===== src/rtl/irq_router.sv =====
module irq_router #(
  parameter int EP_W   = 8,
  parameter int DW     = 32,
  parameter int AW     = 3,
  parameter logic [DW-1:0] SYS_MASK = 32'h0FFB_3FDF,
  parameter int HOST_BIT = 12,
  parameter int MASTER_BIT = 31
) (
  input  logic          clk,
  input  logic          rst_n,
  input  logic [EP_W-1:0] src_ep,
  input  logic [DW-1:0] src_sys,
  input  logic          reg_wr,
  input  logic [AW-1:0] reg_addr,
  input  logic [DW-1:0] reg_wdata,
  output logic [DW-1:0] reg_rdata,
  output logic          host_irq,
  output logic          cpu_irq,
  output logic          usb_irq
);
  localparam logic [DW-1:0] EN1_MASK = SYS_MASK | (DW'(1) << MASTER_BIT);

  logic [EP_W-1:0] ep_q, hen0_q, cen0_q;
  logic [DW-1:0]   sys_q, hen1_q, cen1_q, uen1_q;

  wire wr_ep  = reg_wr && reg_addr == AW'(0);
  wire wr_sys = reg_wr && reg_addr == AW'(1);

  wire host_req = hen1_q[MASTER_BIT] && (|(ep_q & hen0_q) || |(sys_q & hen1_q & SYS_MASK));
  wire cpu_req  = cen1_q[MASTER_BIT] && (|(ep_q & cen0_q) || |(sys_q & cen1_q & SYS_MASK));
  wire usb_req  = uen1_q[MASTER_BIT] && |(sys_q & uen1_q & SYS_MASK);

  always_ff @(posedge clk or negedge rst_n) begin
    if (!rst_n) begin
      ep_q <= '0; sys_q <= '0;
      hen0_q <= '0; cen0_q <= '0;
      hen1_q <= '0; cen1_q <= '0; uen1_q <= '0;
      host_irq <= 1'b0; cpu_irq <= 1'b0; usb_irq <= 1'b0;
    end else begin
      ep_q  <= (ep_q & ~(wr_ep ? reg_wdata[EP_W-1:0] : '0)) | src_ep;
      sys_q <= ((sys_q & ~(wr_sys ? reg_wdata : '0)) | src_sys) & SYS_MASK;
      if (reg_wr) begin
        case (reg_addr)
          AW'(2): hen0_q <= reg_wdata[EP_W-1:0];
          AW'(3): hen1_q <= reg_wdata & EN1_MASK;
          AW'(4): cen0_q <= reg_wdata[EP_W-1:0];
          AW'(5): cen1_q <= reg_wdata & EN1_MASK;
          AW'(6): uen1_q <= reg_wdata & EN1_MASK;
          default: ;
        endcase
      end
      host_irq <= host_req;
      cpu_irq  <= cpu_req;
      usb_irq  <= usb_req;
    end
  end

  always_comb begin
    reg_rdata = '0;
    case (reg_addr)
      AW'(0): begin
        reg_rdata[EP_W-1:0] = ep_q;
        reg_rdata[HOST_BIT] = host_irq;
      end
      AW'(1): reg_rdata = sys_q;
      AW'(2): reg_rdata[EP_W-1:0] = hen0_q;
      AW'(3): reg_rdata = hen1_q;
      AW'(4): reg_rdata[EP_W-1:0] = cen0_q;
      AW'(5): reg_rdata = cen1_q;
      AW'(6): reg_rdata = uen1_q;
      default: reg_rdata = '0;
    endcase
  end
endmodule



===== config.mk =====
export PLATFORM = sky130hd
export DESIGN_NAME = irq_router
export DESIGN_NICKNAME = d
export VERILOG_FILES = /design/src/rtl/irq_router.sv
export SDC_FILE = /design/constraint.sdc
export NUM_CORES = 1
export LEC_CHECK = 0
export CORE_MARGIN = 1
export CORE_UTILIZATION = 50
export DETAILED_ROUTE_END_ITERATION = 10
export GPL_ROUTABILITY_DRIVEN = 0
export PLACE_DENSITY = 0.79
export SLEW_MARGIN = 15
export SYNTH_ARGS = -nofsm -noshare
export SYNTH_HDL_FRONTEND = slang
export SYNTH_SLANG_ARGS = --single-unit

===== constraint.sdc =====
create_clock -name clk -period 2.15 [get_ports clk]
set_input_delay 0.215 -clock clk [delete_from_list [all_inputs] [get_ports clk]]
set_output_delay 0.215 -clock clk [all_outputs]
set_load 0.05 [all_outputs]

* Word level (Yosys, flattened, before mapping)
Cells that the tools add are included.
** Word-level totals
- Word-level logic and storage cells :: 51
- Output and inout port bits :: 35
- Input port bits :: 78
- Register bits :: 126
** Cells by class
- Bitwise operators :: 11
- Muxes and demuxes :: 6
- Reduce and logical (&&, ||, !) cells :: 18
- Equal/unequal tests :: 6
** Operator list (number)
- $and 28x28->28 :: 4
- $pmux 19 s4 :: 1
- $reduce_or 24->1 :: 3
- $pmux 8 s7 :: 1
- $mux 28 :: 1
- $not 28->28 :: 1
- $or 28x28->28 :: 1
- $and 8x8->8 :: 3
- $pmux 4 s4 :: 1
- $reduce_or 8->1 :: 2
- $reduce_and 2->1 :: 5
- $eq 3x3->1 const B :: 3
- $mux 8 :: 1
- $not 8->8 :: 1
- $or 8x8->8 :: 1
- $eq 3x2->1 const B :: 2
- $logic_and 1x1->1 :: 5
- $pmux 1 s5 :: 1
- $eq 3x1->1 const B :: 1
- $logic_not 3->1 :: 1
- $logic_or 1x1->1 :: 2

* Depth between registers and ports, before layout
Gate-level depths: netlist of run 1.
- Depth in word-level cells :: 6
- Mapped depth :: 8

* Worst setup path before layout of run 1
No wires, ideal clock.
- Kind :: input-to-output
- Start :: input port reg_addr[2]
- End :: output port reg_rdata[4]
- Path buffers :: 1
- Required time :: 1.935 ns
- Arrival time :: 1.867 ns
- Setup slack :: 0.068 ns
- Stages :: 4
- Cells stage by stage :: buf_4 nor2b_1 a21oi_1 o21ai_0
** Between the ends
- Longest elaborated chain between the ends :: 2
- Elaborated cells on any way between the ends :: 8
- Classes of those cells :: 6 x eq/ne; 1 x mux; 1 x reduce/logical
** RTL lines
- start: declaration :: RTL line 14 : input logic [AW-1:0] reg_addr,
- $eq 3x3->1, or another cell as far along :: RTL line 60 : case (reg_addr)
- $pmux 8 s7 (*) :: RTL line 60
- end: declaration :: RTL line 16 : output logic [DW-1:0] reg_rdata,
Every way passes the cells marked *; elsewhere a longest branch is shown, timed or not.

* Worst setup path after layout of run 1
- Start :: input port reg_addr[0]
- End :: output port reg_rdata[10]
** Between the ends
- Longest elaborated chain between the ends :: 2
- Elaborated cells on any way between the ends :: 5
- Classes of those cells :: 4 x eq/ne; 1 x mux
** RTL lines (RTL line)
- $eq 3x3->1, or another cell as far along :: 60
- $pmux 4 s4 (*) :: 60
Marks and branches as above.

==> impl_metrics.py, run 1 <==
metrics = {
    "sta": {
        "max_freq_mhz": 496,
        "grt_setup_unrepaired": "false",
        "hold_violations": 0,
        "period_needed_ns": 2.02,
        "fin_worst_skew_ns": 0.00476,
        "final-setup-viol-count": 0,
        "setup_ws_ns": 0.134,
        "finalSetupTns_ns": 0,
        "final.period_utilization": 0.938,
        "whs_ns": 0.324,
        "slew-limit-headroom": 0.655,
        "slew_viol_final": 0,
        "max_slew.worst_pin.slew_ns": 0.518,
    },
    "global_route": {
        "grt_max_degree": 62,
        "grt_busiest_layer": "met2",
        "grt-ovfl-total": 0,
        "grt.total_usage": 0.300,
        "met3_usage": 0.0637,
        "grt_first_pass_wirelength_um": 28600,
        "grt_antenna_before_repair": 0,
        "use_met1": 0.391,
        "grt_pass1_vias": 5244,
        "grt_use_met2": 0.476,
    },
    "floorplan": {
        "fp.dieArea_sq_um": 12800,
        "die_x_um": 113,
        "core-area_sq_um": 12000,
        "rows": 40,
        "die_h_um": 113,
        "io_pins": 113,
        "start_util": 0.514,
    },
    "yosys": {
        "synthFlopType": "dfrtp_1",
        "synth_warnings": 0,
        "synth.distinct_cells": 37,
        "yosysSeqAreaShare": 0.511,
        "synth_area_per_cell_sq_um": 12.8,
        "async_reset_ff_frac": 1.00,
        "synthesis.area_sq_um": 6180,
        "synth_edf_count": 0,
        "synth-seq-cells": 126,
        "synth_cells": 484,
    },
    "setup_path": {
        "cp_num_buf_inv": 3,
        "path_class": "in -> out",
        "slowest_delay_ns": 0.31,
        "cp_top_family": "buffers and inverters",
        "path_cells": "dlygate4sd2_1 -> and2b_4 -> and2_1 -> buf_4 -> a22o_1 -> a221o_1 -> buf_12",
        "crit_path_top_delay_cell": "dlygate4sd2_1",
        "worstPathRequired_ns": 1.93,
        "crit_path_end_kind": "output port",
        "cp.arrival_ns": 1.80,
        "cp-start-kind": "input port",
        "critPathMaxFanout": 6,
    },
    "clock_network": {
        "cts_root_buf": "clkbuf_16",
        "htreeDepth": 4,
        "cts_buffer_depth": 2,
        "cts_tree": "done",
        "cts_made_buffers": 17,
        "clk_pin_slew_ns": 0.05,
        "postCtsSetupBuffers": 0,
        "cts.sinks": 126,
        "insertion_delay_ns": 0.41,
    },
    "routing": {
        "vias": 4965,
        "first_iter_violations": 559,
        "wl_per_cell_um": 23.2,
        "routed_via_density": 6.37,
        "ant_nets": 0,
        "first_pass_iters": 5,
        "drcViolationCount": 0,
        "drt_wl_total_um": 18100,
    },
    "pwr": {
        "total_power_uw": 7980,
        "clkPwrFrac": 0.364,
        "switching_share": 0.288,
        "pwr-share-comb": 0.236,
        "p_sw_uw": 2300,
        "p_seq_frac": 0.400,
        "power.density_nw_per_um2": 947,
        "leakagePower_uw": 0.00360,
        "internal_power_uw": 5680,
        "ir_drop_mv": 0.867,
    },
    "placed_design": {
        "pre_cts_slack_ns": -0.118,
        "dp_hpwl_um": 12900,
        "portBuffers": 92,
    },
    "finish": {
        "area_growth_syn_to_layout_pct": 36.4,
        "fillers": 824,
        "fin_nets": 697,
        "drive_gt1_frac": 0.302,
        "antenna-diode-count": 0,
    },
    "worst_hold_path": {
        "min_path_type": "in -> async",
    },
    "status": {
        "outcome": "finished, final reports clean",
    },
    "flow_run": {
        "max-cap-violations": 0,
    },
}
-- per-stage QoR --
stage | cells | cell area [sq um] | utilization
detailed placement | 746 | 7800 | 0.649
CTS | 779 | 8420 | 0.701
floorplan | 489 | 6190 | -
finish | 779 | 8420 | 0.701
global placement | 746 | 7800 | 0.649
global route | 779 | 8420 | 0.701
-- power groups by stage --
| stage | clock network [uW] | logic (uW) | registers (uW) |
|---|---|---|---|
| floorplan | 0 | 1060 | 3090 |
| global placement | 0 | 1800 | 3160 |
| detailed placement | 0 | 1850 | 3190 |
| CTS | 2920 | 1880 | 3170 |
| global route | 3030 | 1980 | 3220 |
| finish | 2900 | 1880 | 3190 |
-- worst paths after layout --
check | start | endpoint | slack, ns | cells after the start
setup / recovery | reg_addr[0] | reg_rdata[10] | 0.13 | 7
hold / removal | rst_n | sys_q[2] | 0.32 | 2
setup reg to reg | sys_q[4] | host_irq | 0.62 | 3
hold reg to reg | hen1_q[4] | hen1_q[4] | 0.53 | 1
max in group asynchronous | rst_n | sys_q[22] | 1.06 | 3
min in group clk | src_ep[0] | ep_q[0] | 0.36 | 2
-- sequential cells by signal, summed over array words and instances (netlist names) --
name      count
host_irq      1
ep_q          8
cen0_q        8
uen1_q       25
cpu_irq       1
sys_q        24
hen0_q        8
hen1_q       25
cen1_q       25
usb_irq       1
-- cell usage after synthesis (all sizes together) (2+ instances only) --
cell type	count	area, sq um
dfrtp	126	3150
mux2	93	1120
a22oi	71	533
nand2	42	175
a21o	33	248
buf	27	229
a22o	12	105
nand4	11	68.8
nor2	10	37.5
a221o	9	90.1
mux2i	9	90.1
a31oi	6	37.5
clkbuf	6	22.5
o221ai	5	43.8
a21oi	3	15.0
and2	3	18.8
nor2b	3	26.3
nor3b	2	37.5
nor4b	2	38.8
o41a	2	22.5
-- logic make-up (layout without fill, tap and decap cells) --
family,after synthesis,in the layout,synth area share
AOI/OAI and AO/OA,145,145,0.182
and+or+nand+nor,76,76,0.0693
muxes,102,102,0.196
other,1,6,0.000607
buffers and inverters,34,177,0.0413
DFF,126,126,0.511
-- final cells by class --
type                            count  area [sq um]  share of cell area
Inverter                            1          3.75            0.000446
Clock buffer                       27           533              0.0633
Tap cell                          147           184              0.0218
Multi-Input combinational cell    329          2790               0.332
Clock inverter                      5          75.1             0.00891
Timing Repair Buffer              144          1680               0.200
Sequential cell                   126          3150               0.374
-- cell usage in the layout, fill, tap and decap left out, drive strengths merged --
cell type	synthesis	routed
nor4bb	1	1
conb	1	6
o21ai	1	1
clkbuf	6	27
a311oi	1	1
and2b	1	1
nor2	10	10
a221o	9	9
dlygate4sd2	0	3
dlygate4sd3	0	1
dfrtp	126	126
a22oi	71	71
mux2	93	93
nor2b	3	3
nor3	1	1
a21oi	3	3
nor3b	2	2
o22ai	1	1
buf	27	78
clkinv	0	3
nand2	42	42
o31a	1	1
and2	3	3
a22o	12	12
a31oi	6	6
a21o	33	33
nand4	11	11
clkdlybuf4s50	0	62
mux2i	9	9
o221ai	5	5
nor4b	2	2
o41a	2	2
inv	1	1
bufinv	0	2
-- what timing repair did --
item / 4_1_cts / 5_1_grt
hold buffers: 1 / 0
hold endpoints to repair: 37 / 0
resized for setup: 4 / 0
setup endpoints to repair: 21 / 0
-- routing by layer --
metal	wire [um]	part of all wire	vias up
met4	750	0.042	0
met3	1420	0.079	57
met2	8610	0.48	297
met5	0	0	-
li1	-	-	2120
met1	7280	0.40	2491
(Power assumes the default switching activity.)
==> inputs of run 2 (changes only) <==
MAX_ROUTING_LAYER = met4   (was not set)
==> run 2 against run 1 <==
Net effect:
- cell count did not move
- worst hold slack improved by 0.00059 ns
- total power barely moved
- sequential share of layout area did not move
- design area did not move
- critical endpoint unchanged
- largest power group unchanged
==> impl_metrics.py, run 2 (synthesized netlist as in run 1, its figures left out) <==
metrics = {
    "finish": {
        "layout_commonest_cell": "dfrtp_1",
        "final_cell_mix": "126 x dfrtp_1, 71 x a22oi_1, 62 x clkdlybuf4s50_1",
        "fillers": 824,
        "drive_gt1_frac": 0.302,
        "antenna-diode-count": 0,
        "fin_nets": 697,
        "reg_top3": "cen1_q x25, hen1_q x25, uen1_q x25",
        "area_growth_syn_to_layout_pct": 36.4,
        "fin_util": 0.701,
        "fin_cells": 779,
    },
    "sta": {
        "hold_violations": 0,
        "max_slew.worst_pin.slew_ns": 0.521,
        "fin_worst_skew_ns": 0.00701,
        "finalSetupTns_ns": 0,
        "grt_setup_unrepaired": "false",
        "slew_viol_final": 0,
        "final-setup-viol-count": 0,
        "slew-limit-headroom": 0.653,
        "max_freq_mhz": 500,
        "period_needed_ns": 2.00,
        "final.period_utilization": 0.930,
    },
    "pwr": {
        "leakagePower_uw": 0.00360,
        "total_power_uw": 7980,
        "power.density_nw_per_um2": 948,
        "ir_drop_mv": 0.869,
    },
    "global_route": {
        "grt_pass1_vias": 5241,
        "grt-ovfl-total": 0,
        "grt.total_usage": 0.310,
        "grt_antenna_before_repair": 0,
        "grt_first_pass_wirelength_um": 28600,
        "grt_max_degree": 62,
    },
    "routing": {
        "wl_per_cell_um": 23.2,
        "drt_wl_total_um": 18100,
        "drcViolationCount": 0,
        "ant_nets": 0,
        "first_pass_iters": 6,
        "routed_via_density": 6.42,
        "vias": 5003,
        "first_iter_violations": 545,
    },
    "setup_path": {
        "worstPathRequired_ns": 1.93,
        "crit_path_end_kind": "output port",
        "path_class": "in -> out",
        "critPathMaxFanout": 6,
        "cp-start-kind": "input port",
        "cp.arrival_ns": 1.78,
    },
    "clock_network": {
        "insertion_delay_ns": 0.41,
        "clk_pin_slew_ns": 0.05,
        "cts_tree": "done",
        "cts_buffer_depth": 2,
        "htreeDepth": 4,
        "postCtsSetupBuffers": 0,
        "cts_made_buffers": 17,
        "cts.sinks": 126,
        "cts_root_buf": "clkbuf_16",
    },
    "placed_design": {
        "dp_hpwl_um": 12900,
        "portBuffers": 92,
        "dp_cells": 746,
    },
    "worst_hold_path": {
        "min_path_type": "in -> async",
    },
    "floorplan": {
        "rows": 40,
        "die_h_um": 113,
        "start_util": 0.514,
        "core-area_sq_um": 12000,
        "io_pins": 113,
        "fp.dieArea_sq_um": 12800,
        "die_x_um": 113,
    },
    "flow_run": {
        "max-cap-violations": 0,
    },
    "status": {
        "outcome": "finished, final reports clean",
    },
}
==> run 2: cell counts in the layout (fill, tap and decap cells not counted) <==
Identical to the previous run, type by type.
==> run 2: cell type report <==
class / instances / area (sq um) / share of cell area
clock inverters: 5 / 75.1 / 0.00891
flip-flops and latches: 126 / 3150 / 0.374
multi-input cells: 329 / 2790 / 0.332
repair buffers: 144 / 1680 / 0.200
inverters: 1 / 3.75 / 0.000446
well taps: 147 / 184 / 0.0218
clock buffers: 27 / 533 / 0.0633
==> run 2: path summary, 6_finish.rpt <==
| kind | from | end | slack (ns) | cells past startpoint |
|---|---|---|---|---|
| worst max-delay path | reg_addr[0] | reg_rdata[10] | 0.15 | 7 |
| worst min-delay path | rst_n | sys_q[2] | 0.32 | 2 |
| worst max register to register | sys_q[4] | host_irq | 0.62 | 3 |
| worst min register to register | hen1_q[4] | hen1_q[4] | 0.53 | 1 |
| max in group asynchronous | rst_n | sys_q[22] | 1.06 | 3 |
| min in group clk | src_ep[0] | ep_q[0] | 0.36 | 2 |
==> run 2: where the power goes <==
part | total [uW] | internal (uW) | switching [uW]
Combinational | 1880 | 979 | 903
Clock | 2900 | 1920 | 984
Sequential | 3200 | 2780 | 417
==> run 2: worst max-delay path: stages <==
cell,delay [ns]
dlygate4sd2_1,0.30
and2b_4,0.22
and2_1,0.18
buf_4,0.18
a22o_1,0.19
a221o_1,0.31
buf_12,0.17
==> run 2: through the flow <==
step	hold WS, ns	cell area [sq um]	setup WS (ns)
floorplan	-0.0806	6190	0.0680
global placement	0.213	7800	-0.0898
detailed placement	0.223	7800	-0.118
CTS	0.323	8420	0.148
global route	0.367	8420	0.0705
finish	0.324	8420	0.150
==> run 2: timing repair <==
item,CTS,global route
hold buffers,1,0
setup endpoints to repair,21,0
gates resized for setup,4,0
endpoints found under the hold margin,37,0
==> run 2: routing by layer <==
metal | wire length [um] | track usage | up-vias
met5 | 0 | - | -
met3 | 1400 | 0.0616 | 65
met2 | 8650 | 0.475 | 295
met4 | 758 | 0.154 | 0
met1 | 7300 | 0.393 | 2525
li1 | - | - | 2118
==> inputs of run 3 (changes only) <==
CTS_CLUSTER_DIAMETER = 60   (was not set)
==> results of run 3 <==
No change in the layout: final DEF, timing and power equal those of run 2.
